**config.mk**
```make
export PLATFORM = sky130hd
export DESIGN_NAME = spim_channel
export DESIGN_NICKNAME = d
export VERILOG_FILES = /design/src/rtl/spim_pkg.sv /design/src/rtl/spim_clkgen.sv /design/src/rtl/spim_shifter.sv /design/src/rtl/spim_channel.sv
export SDC_FILE = /design/constraint.sdc
export NUM_CORES = 1
export LEC_CHECK = 0
export ABC_AREA = 0
export BUFFER_PORTS_ARGS = -buffer_cell sky130_fd_sc_hd__buf_2
export CORE_ASPECT_RATIO = 0.7
export CORE_MARGIN = 1
export CORE_UTILIZATION = 50
export DETAILED_ROUTE_END_ITERATION = 10
export GPL_TIMING_DRIVEN = 0
export PLACE_DENSITY = 0.69
export SYNTH_ARGS = -nofsm -noshare
export SYNTH_HDL_FRONTEND = slang
export SYNTH_SLANG_ARGS = --single-unit
```
**constraint.sdc**
```tcl
create_clock -name clk -period 4.85 [get_ports clk]
set_clock_uncertainty 0.05 [all_clocks]
set_input_delay 0.7275 -clock clk [delete_from_list [all_inputs] [get_ports clk]]
set_output_delay 0.7275 -clock clk [all_outputs]
set_load 0.02 [all_outputs]
```
**src/rtl/spim_pkg.sv**
```systemverilog
package spim_pkg;
  localparam int ADDR_W = 8;
  localparam int CFG_W  = 21;

  localparam logic [ADDR_W-1:0] OFS_SYSCFG  = 8'h10;
  localparam logic [ADDR_W-1:0] OFS_SYSSTAT = 8'h14;
  localparam logic [ADDR_W-1:0] OFS_CFG     = 8'h2C;
  localparam logic [ADDR_W-1:0] OFS_STAT    = 8'h30;
  localparam logic [ADDR_W-1:0] OFS_CTRL    = 8'h34;
  localparam logic [ADDR_W-1:0] OFS_TXD     = 8'h38;
  localparam logic [ADDR_W-1:0] OFS_RXD     = 8'h3C;

  typedef enum logic [1:0] {
    XFER_DUPLEX  = 2'd0,
    XFER_RX_ONLY = 2'd1,
    XFER_TX_ONLY = 2'd2,
    XFER_RSVD    = 2'd3
  } xfer_mode_e;

  // Field positions are software-visible and fixed.
  typedef struct packed {
    logic       force_cs;   // 20
    logic [3:0] spare;      // 19:16
    logic       dma_rd_en;  // 15
    logic       dma_wr_en;  // 14
    xfer_mode_e mode;       // 13:12
    logic [4:0] wlen_m1;    // 11:7
    logic       cs_low;     // 6
    logic [3:0] div_exp;    // 5:2
    logic       cpol;       // 1
    logic       cpha;       // 0
  } chan_cfg_t;
endpackage

```
**src/rtl/spim_clkgen.sv**
```systemverilog
module spim_clkgen #(
  parameter int EXP_W = 4
) (
  input  logic             clk,
  input  logic             rst_n,
  input  logic             clr,
  input  logic             run,
  input  logic [EXP_W-1:0] div_exp,
  output logic             tick
);
  localparam int CNT_W = (1 << EXP_W) - 1;

  logic [CNT_W-1:0] cnt;
  logic [CNT_W-1:0] limit;
  logic [CNT_W-1:0] one;

  assign one   = {{(CNT_W-1){1'b0}}, 1'b1};
  // At the top exponent the shift wraps to zero, so the limit becomes all ones.
  assign limit = (one << div_exp) - one;
  assign tick  = run && (cnt == limit);

  always_ff @(posedge clk or negedge rst_n) begin
    if (!rst_n)                    cnt <= '0;
    else if (clr || !run || tick)  cnt <= '0;
    else                           cnt <= cnt + one;
  end
endmodule

```
**src/rtl/spim_shifter.sv**
```systemverilog
module spim_shifter #(
  parameter int MAXW  = 32,
  parameter int EXP_W = 4,
  localparam int LEN_W = $clog2(MAXW),
  localparam int HC_W  = LEN_W + 1
) (
  input  logic             clk,
  input  logic             rst_n,
  input  logic             clr,
  input  logic             en,
  input  logic             start,
  input  logic [MAXW-1:0]  tx_word,
  input  logic [LEN_W-1:0] wlen_m1,
  input  logic             cpol,
  input  logic             cpha,
  input  logic [EXP_W-1:0] div_exp,
  input  logic             miso,
  output logic             busy,
  output logic             done,
  output logic [MAXW-1:0]  rx_word,
  output logic             sclk,
  output logic             mosi
);
  logic            tick;
  logic [HC_W-1:0] hcnt;
  logic            sclk_ph;
  logic [MAXW-1:0] txsh, rxsh, rx_shift;
  logic            last_half, sample_now, drive_now;

  spim_clkgen #(.EXP_W(EXP_W)) u_clkgen (
    .clk(clk), .rst_n(rst_n), .clr(clr), .run(busy && en),
    .div_exp(div_exp), .tick(tick)
  );

  // Even half-counts are leading edges, odd ones trailing.
  assign last_half  = (hcnt == {wlen_m1, 1'b1});
  assign sample_now = tick && (cpha ? hcnt[0] : !hcnt[0]);
  assign drive_now  = tick && (cpha ? (!hcnt[0] && (hcnt != '0)) : hcnt[0]);
  assign rx_shift   = {rxsh[MAXW-2:0], miso};
  assign rx_word    = sample_now ? rx_shift : rxsh;
  assign done       = tick && last_half;
  assign sclk       = cpol ^ sclk_ph;
  assign mosi       = txsh[wlen_m1];

  always_ff @(posedge clk or negedge rst_n) begin
    if (!rst_n) begin
      busy <= 1'b0; hcnt <= '0; sclk_ph <= 1'b0; txsh <= '0; rxsh <= '0;
    end else if (clr) begin
      busy <= 1'b0; hcnt <= '0; sclk_ph <= 1'b0; txsh <= '0; rxsh <= '0;
    end else if (start) begin
      busy <= 1'b1; hcnt <= '0; sclk_ph <= 1'b0; txsh <= tx_word; rxsh <= '0;
    end else if (tick) begin
      sclk_ph <= ~sclk_ph;
      if (sample_now) rxsh <= rx_shift;
      if (drive_now)  txsh <= {txsh[MAXW-2:0], 1'b0};
      if (last_half)  busy <= 1'b0;
      else            hcnt <= hcnt + 1'b1;
    end
  end

  // with the channel disabled the word in flight is frozen.
  a_r6_frozen: assert property (@(posedge clk) disable iff (!rst_n)
    (!en && !clr && !start) |=> ($stable(hcnt) && $stable(sclk_ph)));
endmodule

```
**src/rtl/spim_channel.sv**
```systemverilog
module spim_channel
  import spim_pkg::*;
#(
  parameter int MAXW  = 32,
  parameter int EXP_W = 4,
  localparam int LEN_W = $clog2(MAXW)
) (
  input  logic              clk,
  input  logic              rst_n,
  input  logic              reg_en,
  input  logic              reg_we,
  input  logic [ADDR_W-1:0] reg_addr,
  input  logic [31:0]       reg_wdata,
  output logic [31:0]       reg_rdata,
  output logic              sclk,
  output logic              mosi,
  input  logic              miso,
  output logic              cs_out,
  output logic              dma_tx_req,
  output logic              dma_rx_req
);
  chan_cfg_t       cfg;
  logic            ctrl_en, tx_empty, rx_full, srst, rx_kick;
  logic [MAXW-1:0] tx_data, rx_data, rx_word;
  logic            busy, done, start, eot;
  logic            wr, rd, wr_tx, rd_rx, wr_srst, want_word;

  assign wr      = reg_en && reg_we;
  assign rd      = reg_en && !reg_we;
  assign wr_tx   = wr && (reg_addr == OFS_TXD);
  assign rd_rx   = rd && (reg_addr == OFS_RXD);
  assign wr_srst = wr && (reg_addr == OFS_SYSCFG) && reg_wdata[1];

  assign want_word = (cfg.mode == XFER_RX_ONLY) ? (rx_kick || !tx_empty) : !tx_empty;
  assign start     = ctrl_en && !busy && !srst && want_word;
  assign eot       = !busy && tx_empty;

  spim_shifter #(.MAXW(MAXW), .EXP_W(EXP_W)) u_shift (
    .clk(clk), .rst_n(rst_n), .clr(srst), .en(ctrl_en), .start(start),
    .tx_word(tx_data), .wlen_m1(cfg.wlen_m1[LEN_W-1:0]), .cpol(cfg.cpol),
    .cpha(cfg.cpha), .div_exp(cfg.div_exp), .miso(miso), .busy(busy),
    .done(done), .rx_word(rx_word), .sclk(sclk), .mosi(mosi)
  );

  always_ff @(posedge clk or negedge rst_n) begin
    if (!rst_n) srst <= 1'b0;
    else        srst <= wr_srst;
  end

  always_ff @(posedge clk or negedge rst_n) begin
    if (!rst_n) begin
      cfg <= '0; ctrl_en <= 1'b0; tx_data <= '0; rx_data <= '0;
      tx_empty <= 1'b1; rx_full <= 1'b0; rx_kick <= 1'b0;
    end else if (srst) begin
      cfg <= '0; ctrl_en <= 1'b0; tx_data <= '0; rx_data <= '0;
      tx_empty <= 1'b1; rx_full <= 1'b0; rx_kick <= 1'b0;
    end else begin
      if (wr && reg_addr == OFS_CFG)  cfg <= chan_cfg_t'(reg_wdata[CFG_W-1:0]);
      if (wr && reg_addr == OFS_CTRL) ctrl_en <= reg_wdata[0];
      if (wr_tx) begin
        tx_data  <= reg_wdata[MAXW-1:0];
        tx_empty <= 1'b0;
      end else if (start) begin
        tx_empty <= 1'b1;
      end
      if (done && cfg.mode != XFER_TX_ONLY) begin
        rx_data <= rx_word;
        rx_full <= 1'b1;
      end else if (rd_rx) begin
        rx_full <= 1'b0;
      end
      if (rd_rx && cfg.mode == XFER_RX_ONLY) rx_kick <= 1'b1;
      else if (start)                        rx_kick <= 1'b0;
    end
  end

  assign cs_out     = cfg.force_cs ^ cfg.cs_low;
  assign dma_tx_req = cfg.dma_wr_en && tx_empty;
  assign dma_rx_req = cfg.dma_rd_en && rx_full;

  always_comb begin
    reg_rdata = '0;
    case (reg_addr)
      OFS_SYSSTAT: reg_rdata = {31'b0, !srst};
      OFS_CFG:     reg_rdata = {{(32-CFG_W){1'b0}}, cfg};
      OFS_STAT:    reg_rdata = {29'b0, eot, tx_empty, rx_full};
      OFS_CTRL:    reg_rdata = {31'b0, ctrl_en};
      OFS_TXD:     reg_rdata = 32'(tx_data);
      OFS_RXD:     reg_rdata = 32'(rx_data);
      default:     reg_rdata = '0;
    endcase
  end

  // receive-full never rises from a transmit-only word.
  a_r7_txonly_no_rxfull: assert property (@(posedge clk) disable iff (!rst_n)
    $rose(rx_full) |-> ($past(cfg.mode) != XFER_TX_ONLY));
  // loading the shifter empties the TX register.
  a_r5_load_empties: assert property (@(posedge clk) disable iff (!rst_n)
    (start && !wr_tx) |=> tx_empty);
  // at end of transfer the serial clock rests at its idle level.
  a_r3_idle_level: assert property (@(posedge clk) disable iff (!rst_n)
    eot |-> (sclk == cfg.cpol));
  // the soft-reset cycle clears the channel state.
  a_r11_srst_clears: assert property (@(posedge clk) disable iff (!rst_n)
    srst |=> (tx_empty && !rx_full && !ctrl_en && !busy));
endmodule

```
# ---- Yosys cells after proc, flatten, opt, wreduce, memory -nomap -nowiden
# Cells that the tools add are included.
dict set report classes {
  bitwise_logic 3
  n_reduce_logical 45
  shift 1
  n_eq_ne 12
  n_mux 43
  n_addsub 3
  magnitude_cmp 1
}
# op count
set op_table {}
lappend op_table {{$mux W32} 12}
lappend op_table {{$pmux W32 S6} 1}
lappend op_table {{$mux W21} 2}
lappend op_table {{$eq A8 B6 Y1 const B} 5}
lappend op_table {{$mux W6} 4}
lappend op_table {{$logic_and A1 B1 Y1} 22}
lappend op_table {{$mux W1} 22}
lappend op_table {{$reduce_bool A3 Y1} 6}
lappend op_table {{$eq A8 B5 Y1 const B} 2}
lappend op_table {{$add A15 B1 Y15 const B} 1}
lappend op_table {{$eq A15 B15 Y1} 1}
lappend op_table {{$mux W15} 1}
lappend op_table {{$shl A1 B4 Y15 const A} 1}
lappend op_table {{$sub A15 B1 Y15 const B} 1}
lappend op_table {{$reduce_bool A2 Y1} 4}
lappend op_table {{$add A6 B1 Y6 const B} 1}
lappend op_table {{$eq A6 B6 Y1} 1}
lappend op_table {{$logic_not A1 Y1} 6}
lappend op_table {{$lt A5 B6 Y1 const B} 1}
lappend op_table {{$reduce_and A2 Y1} 3}
lappend op_table {{$reduce_bool A6 Y1} 1}
lappend op_table {{$bmux W1 S5} 1}
lappend op_table {{$logic_or A1 B1 Y1} 3}
lappend op_table {{$ne A3 B3 Y1 const B} 1}
lappend op_table {{other kinds (4)} 5}
dict set report totals {
  regBits 177
  out_inout_bits 37
  in_bits 45
}

# ---- Depth between registers and ports, before layout
dict set report logic_depth {
  depth_word 9
  mapped_depth 17
  depth_no_buf 10
}

# ---- Cells and area by module
# A second synthesis with hierarchy kept.
dict set report unflattened {
  cells_unflattened 841
  area_unflattened_um2 9242.6
}
# mod area_each_um2 seq_area_each_um2 cells_each instances
set by_module_without_submodules {}
lappend by_module_without_submodules {spim_channel 4007.6 2253.4 316 1}
lappend by_module_without_submodules {spim_shifter 3793.6 1801.7 349 1}
lappend by_module_without_submodules {spim_clkgen 1441.4 375.4 176 1}

# ---- Least setup slack after synthesis
# No wires, ideal clock.
dict set report synth_path {
  path_kind {register -> register}
  from {reg cfg[5] (netlist bit)}
  to {reg rx_data[3]}
  t_required_ps 4668
  stages_incl_launch_ff 16
  setup_time_ps 132
  setup_slack_ps 1230
  period_less_slack_ps 3620
  arrival_ps 3438
  path_cell_list {dfrtp_1 buf_6 buf_2 buf_2 nor2_1 nand3b_1 ha_1 buf_6 or3b_1 a21boi_2 o22ai_1 or4b_4 nor4_4 buf_6 mux2i_1 nor2_1}
}
dict set report synth_between {
  elab_chain_len 8
  word_cells_on_any_way 11
  classes_between {add/sub (1); eq/ne (1); shift (1); mux (3); reduce/logical (5)}
}
# item line_no
set synth_rtl {}
lappend synth_rtl {{from (decl)} spim_channel.sv:22} ;# chan_cfg_t cfg;
lappend synth_rtl {{from (signal assigned)} spim_channel.sv:58} ;# if (wr && reg_addr == OFS_CFG) cfg <= chan_cfg_t'(reg_wdata[CFG_W-1:0]);
lappend synth_rtl {{$shl A1 B4 Y15 *} spim_clkgen.sv:19} ;# assign limit = (one << div_exp) - one;
lappend synth_rtl {{$sub A15 B1 Y15 *} spim_clkgen.sv:19}
lappend synth_rtl {{$eq A15 B15 Y1 *} spim_clkgen.sv:20} ;# assign tick = run && (cnt == limit);
lappend synth_rtl {{$logic_and A1 B1 Y1 *} spim_clkgen.sv:20}
lappend synth_rtl {{$logic_and A1 B1 Y1} spim_shifter.sv:37} ;# assign sample_now = tick && (cpha ? hcnt[0] : !hcnt[0]);
lappend synth_rtl {{$mux W32} n/a}
lappend synth_rtl {{$mux W32} spim_channel.sv:66} ;# if (done && cfg.mode != XFER_TX_ONLY) begin
lappend synth_rtl {{$mux W32} spim_channel.sv:54} ;# end else if (srst) begin
lappend synth_rtl {{to (signal assigned)} spim_channel.sv:67} ;# rx_data <= rx_word;
lappend synth_rtl {{to (decl)} spim_channel.sv:24} ;# logic [MAXW-1:0] tx_data, rx_data, rx_word;
# Mark *: on every way between the ends. The rest lies on a longest branch, timed or not. The select of a mux whose other input is x is not followed.
# A chain may end at the register's enable or synchronous reset.

# ---- Worst setup path after layout
dict set report layout_path {
  from {reg cfg[5] (netlist bit)}
  to {reg u_shift.rxsh[2]}
}
dict set report layout_between {
  elab_chain_len 9
  word_cells_on_any_way 10
  classes_between {add/sub (1); eq/ne (1); shift (1); mux (4); reduce/logical (3)}
}
# item line_no
set layout_rtl {}
lappend layout_rtl {{$shl A1 B4 Y15 *} spim_clkgen.sv:19}
lappend layout_rtl {{$sub A15 B1 Y15 *} spim_clkgen.sv:19}
lappend layout_rtl {{$eq A15 B15 Y1 *} spim_clkgen.sv:20}
lappend layout_rtl {{$logic_and A1 B1 Y1 *} spim_clkgen.sv:20}
lappend layout_rtl {{$logic_and A1 B1 Y1} spim_shifter.sv:37}
lappend layout_rtl {{$mux W32 (4 in a row)} n/a}
lappend layout_rtl {{to (signal assigned)} spim_shifter.sv:54} ;# if (sample_now) rxsh <= rx_shift;
lappend layout_rtl {{to (decl)} spim_shifter.sv:27} ;# logic [MAXW-1:0] txsh, rxsh, rx_shift;
# Marks and branches as above.

==> flow_metrics.env <==
export IMPL_grt_pass1_vias=7329
export IMPL_layout_common_cells="dfrtp_1, mux2i_1, nor2_1"
export IMPL_dr_pass1_iters=6
export IMPL_nets=1092
export IMPL_pin_count=82
export IMPL_synth_ff_type="dfrtp_1"
export IMPL_grt_overflow_total=0
export IMPL_synth_nets=991
export IMPL_synth_edff_count=0
export IMPL_drt_iter0_markers=680
export IMPL_powerDensity_nw_per_um2=285
export IMPL_synth_area_sq_um=9630
export IMPL_worst_slew_margin_rel_pct=20.8
export IMPL_ys_seq_area_share_pct=46.0
export IMPL_synth_warnings=0
export IMPL_fp_coreArea_sq_um=18900
export IMPL_total_leakage_power_nw=4.87
export IMPL_rows=42
export IMPL_max_freq_ghz=0.231
export IMPL_cp_arrival_ns=4.58
export IMPL_final_cells=1298
export IMPL_postCtsSetupRepairBufs=0
export IMPL_path_class="reg2reg"
export IMPL_timing_final_crit_share_pct=89.1
export IMPL_clock_path_buffers=2
export IMPL_syn_to_final_growth_pct=14.0
export IMPL_cp_required_ns=5.11
export IMPL_antenna_left=0
export IMPL_place_area_sq_um=10400
export IMPL_setup_slack_ns=0.528
export IMPL_path_clk_slew_ns=0.07
export IMPL_rsz0062_at_grt="false"
export IMPL_io_buffer_count=81
export IMPL_grt_pass1_wl_mm=41.3
export IMPL_start_util_pct=51.0
export IMPL_insertion_delay_ns=0.44
export IMPL_drc_errors=0
export IMPL_numCtsBuffers=17
export IMPL_slew_violations=0
export IMPL_die_width_microns=168
export IMPL_fp_dieH_microns=118
export IMPL_cts_sinks=177
export IMPL_cts_resized_gates=0
export IMPL_final_common_cell="dfrtp_1"
export IMPL_setup_violations_final=0
export IMPL_maxCapViolCount=0
export IMPL_fin_crit_ns=4.32
export IMPL_hold_class="in2async"
export IMPL_postSynthCellCount=942
export IMPL_ys_types=68
export IMPL_vias=7589
export IMPL_viasPerCell=5.85
export IMPL_nFillCells=1649
export IMPL_cts_tree="done"
export IMPL_htreeDepth=4
export IMPL_grt_total_usage_pct=27.5
export IMPL_crit_path_end_kind="flop"
export IMPL_tns_ns=0
export IMPL_drive_above_1_share_pct=18.5
export IMPL_holdWs_ns=0.148
export IMPL_wl_per_cell_microns=20.1
export IMPL_irDropWorstVdd_v=0.000248
export IMPL_cts_root_buffer="clkbuf_16"
export IMPL_cp_max_fo=10
export IMPL_place_congestion=0.875
export IMPL_n_antenna_cell=0
export IMPL_hold_violations=0
export IMPL_wirelength_mm=26.1
export IMPL_worstMarginPinSlew_ns=1.18
export IMPL_postLayoutCellArea_sq_um=11000
export IMPL_start_kind="flop"
export IMPL_dpl_hpwl_mm=18.5
export IMPL_synthArstFlopShare_pct=100
export IMPL_cts_hold_buf=0
export IMPL_antenna_found_initial=0
export IMPL_grt_max_degree=121
export IMPL_outcome="completed"
export IMPL_dieArea_sq_um=19800
export IMPL_dp_worst_setup_slack_ns=0.615
export IMPL_dpl_cell_count=1266
export IMPL_avgSynthCellArea_sq_um=10.2
export IMPL_synth_seq_cells=177
-- metrics by stage --
stage / utilization, % / total power, mW
global route: 58.2 / 3.22
global placement: 54.8 / 1.73
finish: 58.2 / 3.13
detailed placement: 55.0 / 1.73
floorplan: - / 1.64
CTS: 58.2 / 3.14
-- critical path, stage by stage, from the launching register on --
cell and delay (ns):
dfrtp_1 0.38, buf_6 0.14, buf_2 0.19, buf_2 0.21
nor2_1 0.19, nand3b_1 0.10, ha_1 0.26, buf_6 0.16
nor2b_1 0.13, o21bai_1 0.30, a21oi_1 0.19, or4b_4 0.62
nor4b_4 0.69, buf_6 0.27, mux2i_1 0.24, nor2_1 0.06
-- layout make-up --
class,instances,area (sq um),share of cell area (%)
Sequential cell,177,4430,40.3
Timing Repair Buffer,82,443,4.03
Clock inverter,10,123,1.12
Buffer,67,360,3.28
Multi-Input combinational cell,686,4790,43.6
Clock buffer,22,484,4.41
Tap cell,242,303,2.76
Inverter,12,45.0,0.410
-- synthesized netlist by cell type, types with 6 or more instances --
cell / instances / area [sq um]
mux2_2: 35 / 394
clkbuf_1: 41 / 154
o21ai_0: 57 / 285
inv_1: 12 / 45.0
a21oi_1: 40 / 200
xnor2_1: 21 / 184
nor2_1: 116 / 435
buf_6: 11 / 124
mux2i_1: 130 / 1300
dfrtp_1: 176 / 4400
nor4_1: 7 / 43.8
nand3_1: 9 / 45.0
nand2_1: 115 / 432
mux4_2: 10 / 225
buf_2: 6 / 30.0
nor3_1: 14 / 70.1
xor2_1: 9 / 78.8
and3_1: 7 / 43.8
a22o_1: 33 / 289
-- registers in the layout, summed over array words and instances (netlist names) --
name and count:
rx_data 32, tx_data 32, u_shift.rxsh 32, u_shift.txsh 32, cfg 21, u_shift.u_clkgen.cnt 15
u_shift.hcnt 6, ctrl_en 1, rx_full 1, rx_kick 1, srst 1, tx_empty 1
u_shift.busy 1, u_shift.sclk_ph 1
-- cells by family after synthesis --
family,Yosys count,synth area share (%)
AOI/OAI and AO/OA,159,10.6
adders and majority gates,4,0.520
buffers and inverters,79,4.21
xor gates and xnor gates,30,2.73
muxes,175,19.9
and+or+nand+nor,318,16.0
DFF,177,46.0
-- layer usage --
layer | wire (microns) | track usage, % | vias up
met5 | 0 | 0 | -
li1 | - | - | 3530
met4 | 429 | 8.26 | 0
met1 | 12500 | 41.9 | 3759
met2 | 11300 | 39.1 | 265
met3 | 1820 | 5.68 | 35
-- worst paths after layout --
path | cells after the start | to | startpoint | slack (ns)
min in group clk | 2 | tx_data[22] | reg_wdata[22] | 0.46
max in group asynchronous | 2 | cfg[7] | rst_n | 3.63
min reg2reg | 2 | cfg[19] | cfg[19] | 0.47
max reg2reg | 15 | u_shift.rxsh[2] | cfg[5] | 0.53
max | 15 | u_shift.rxsh[2] | cfg[5] | 0.53
min | 1 | u_shift.rxsh[5] | rst_n | 0.15
-- power breakdown --
part           switching [mW]  total (mW)  internal [mW]  leakage, nW
Sequential             0.0150        1.50           1.49         2.47
Clock                   0.603        1.42          0.820        0.295
Combinational           0.121       0.200         0.0791         2.11
Total                   0.739        3.13           2.39         4.87
(Power assumes the default switching activity.)
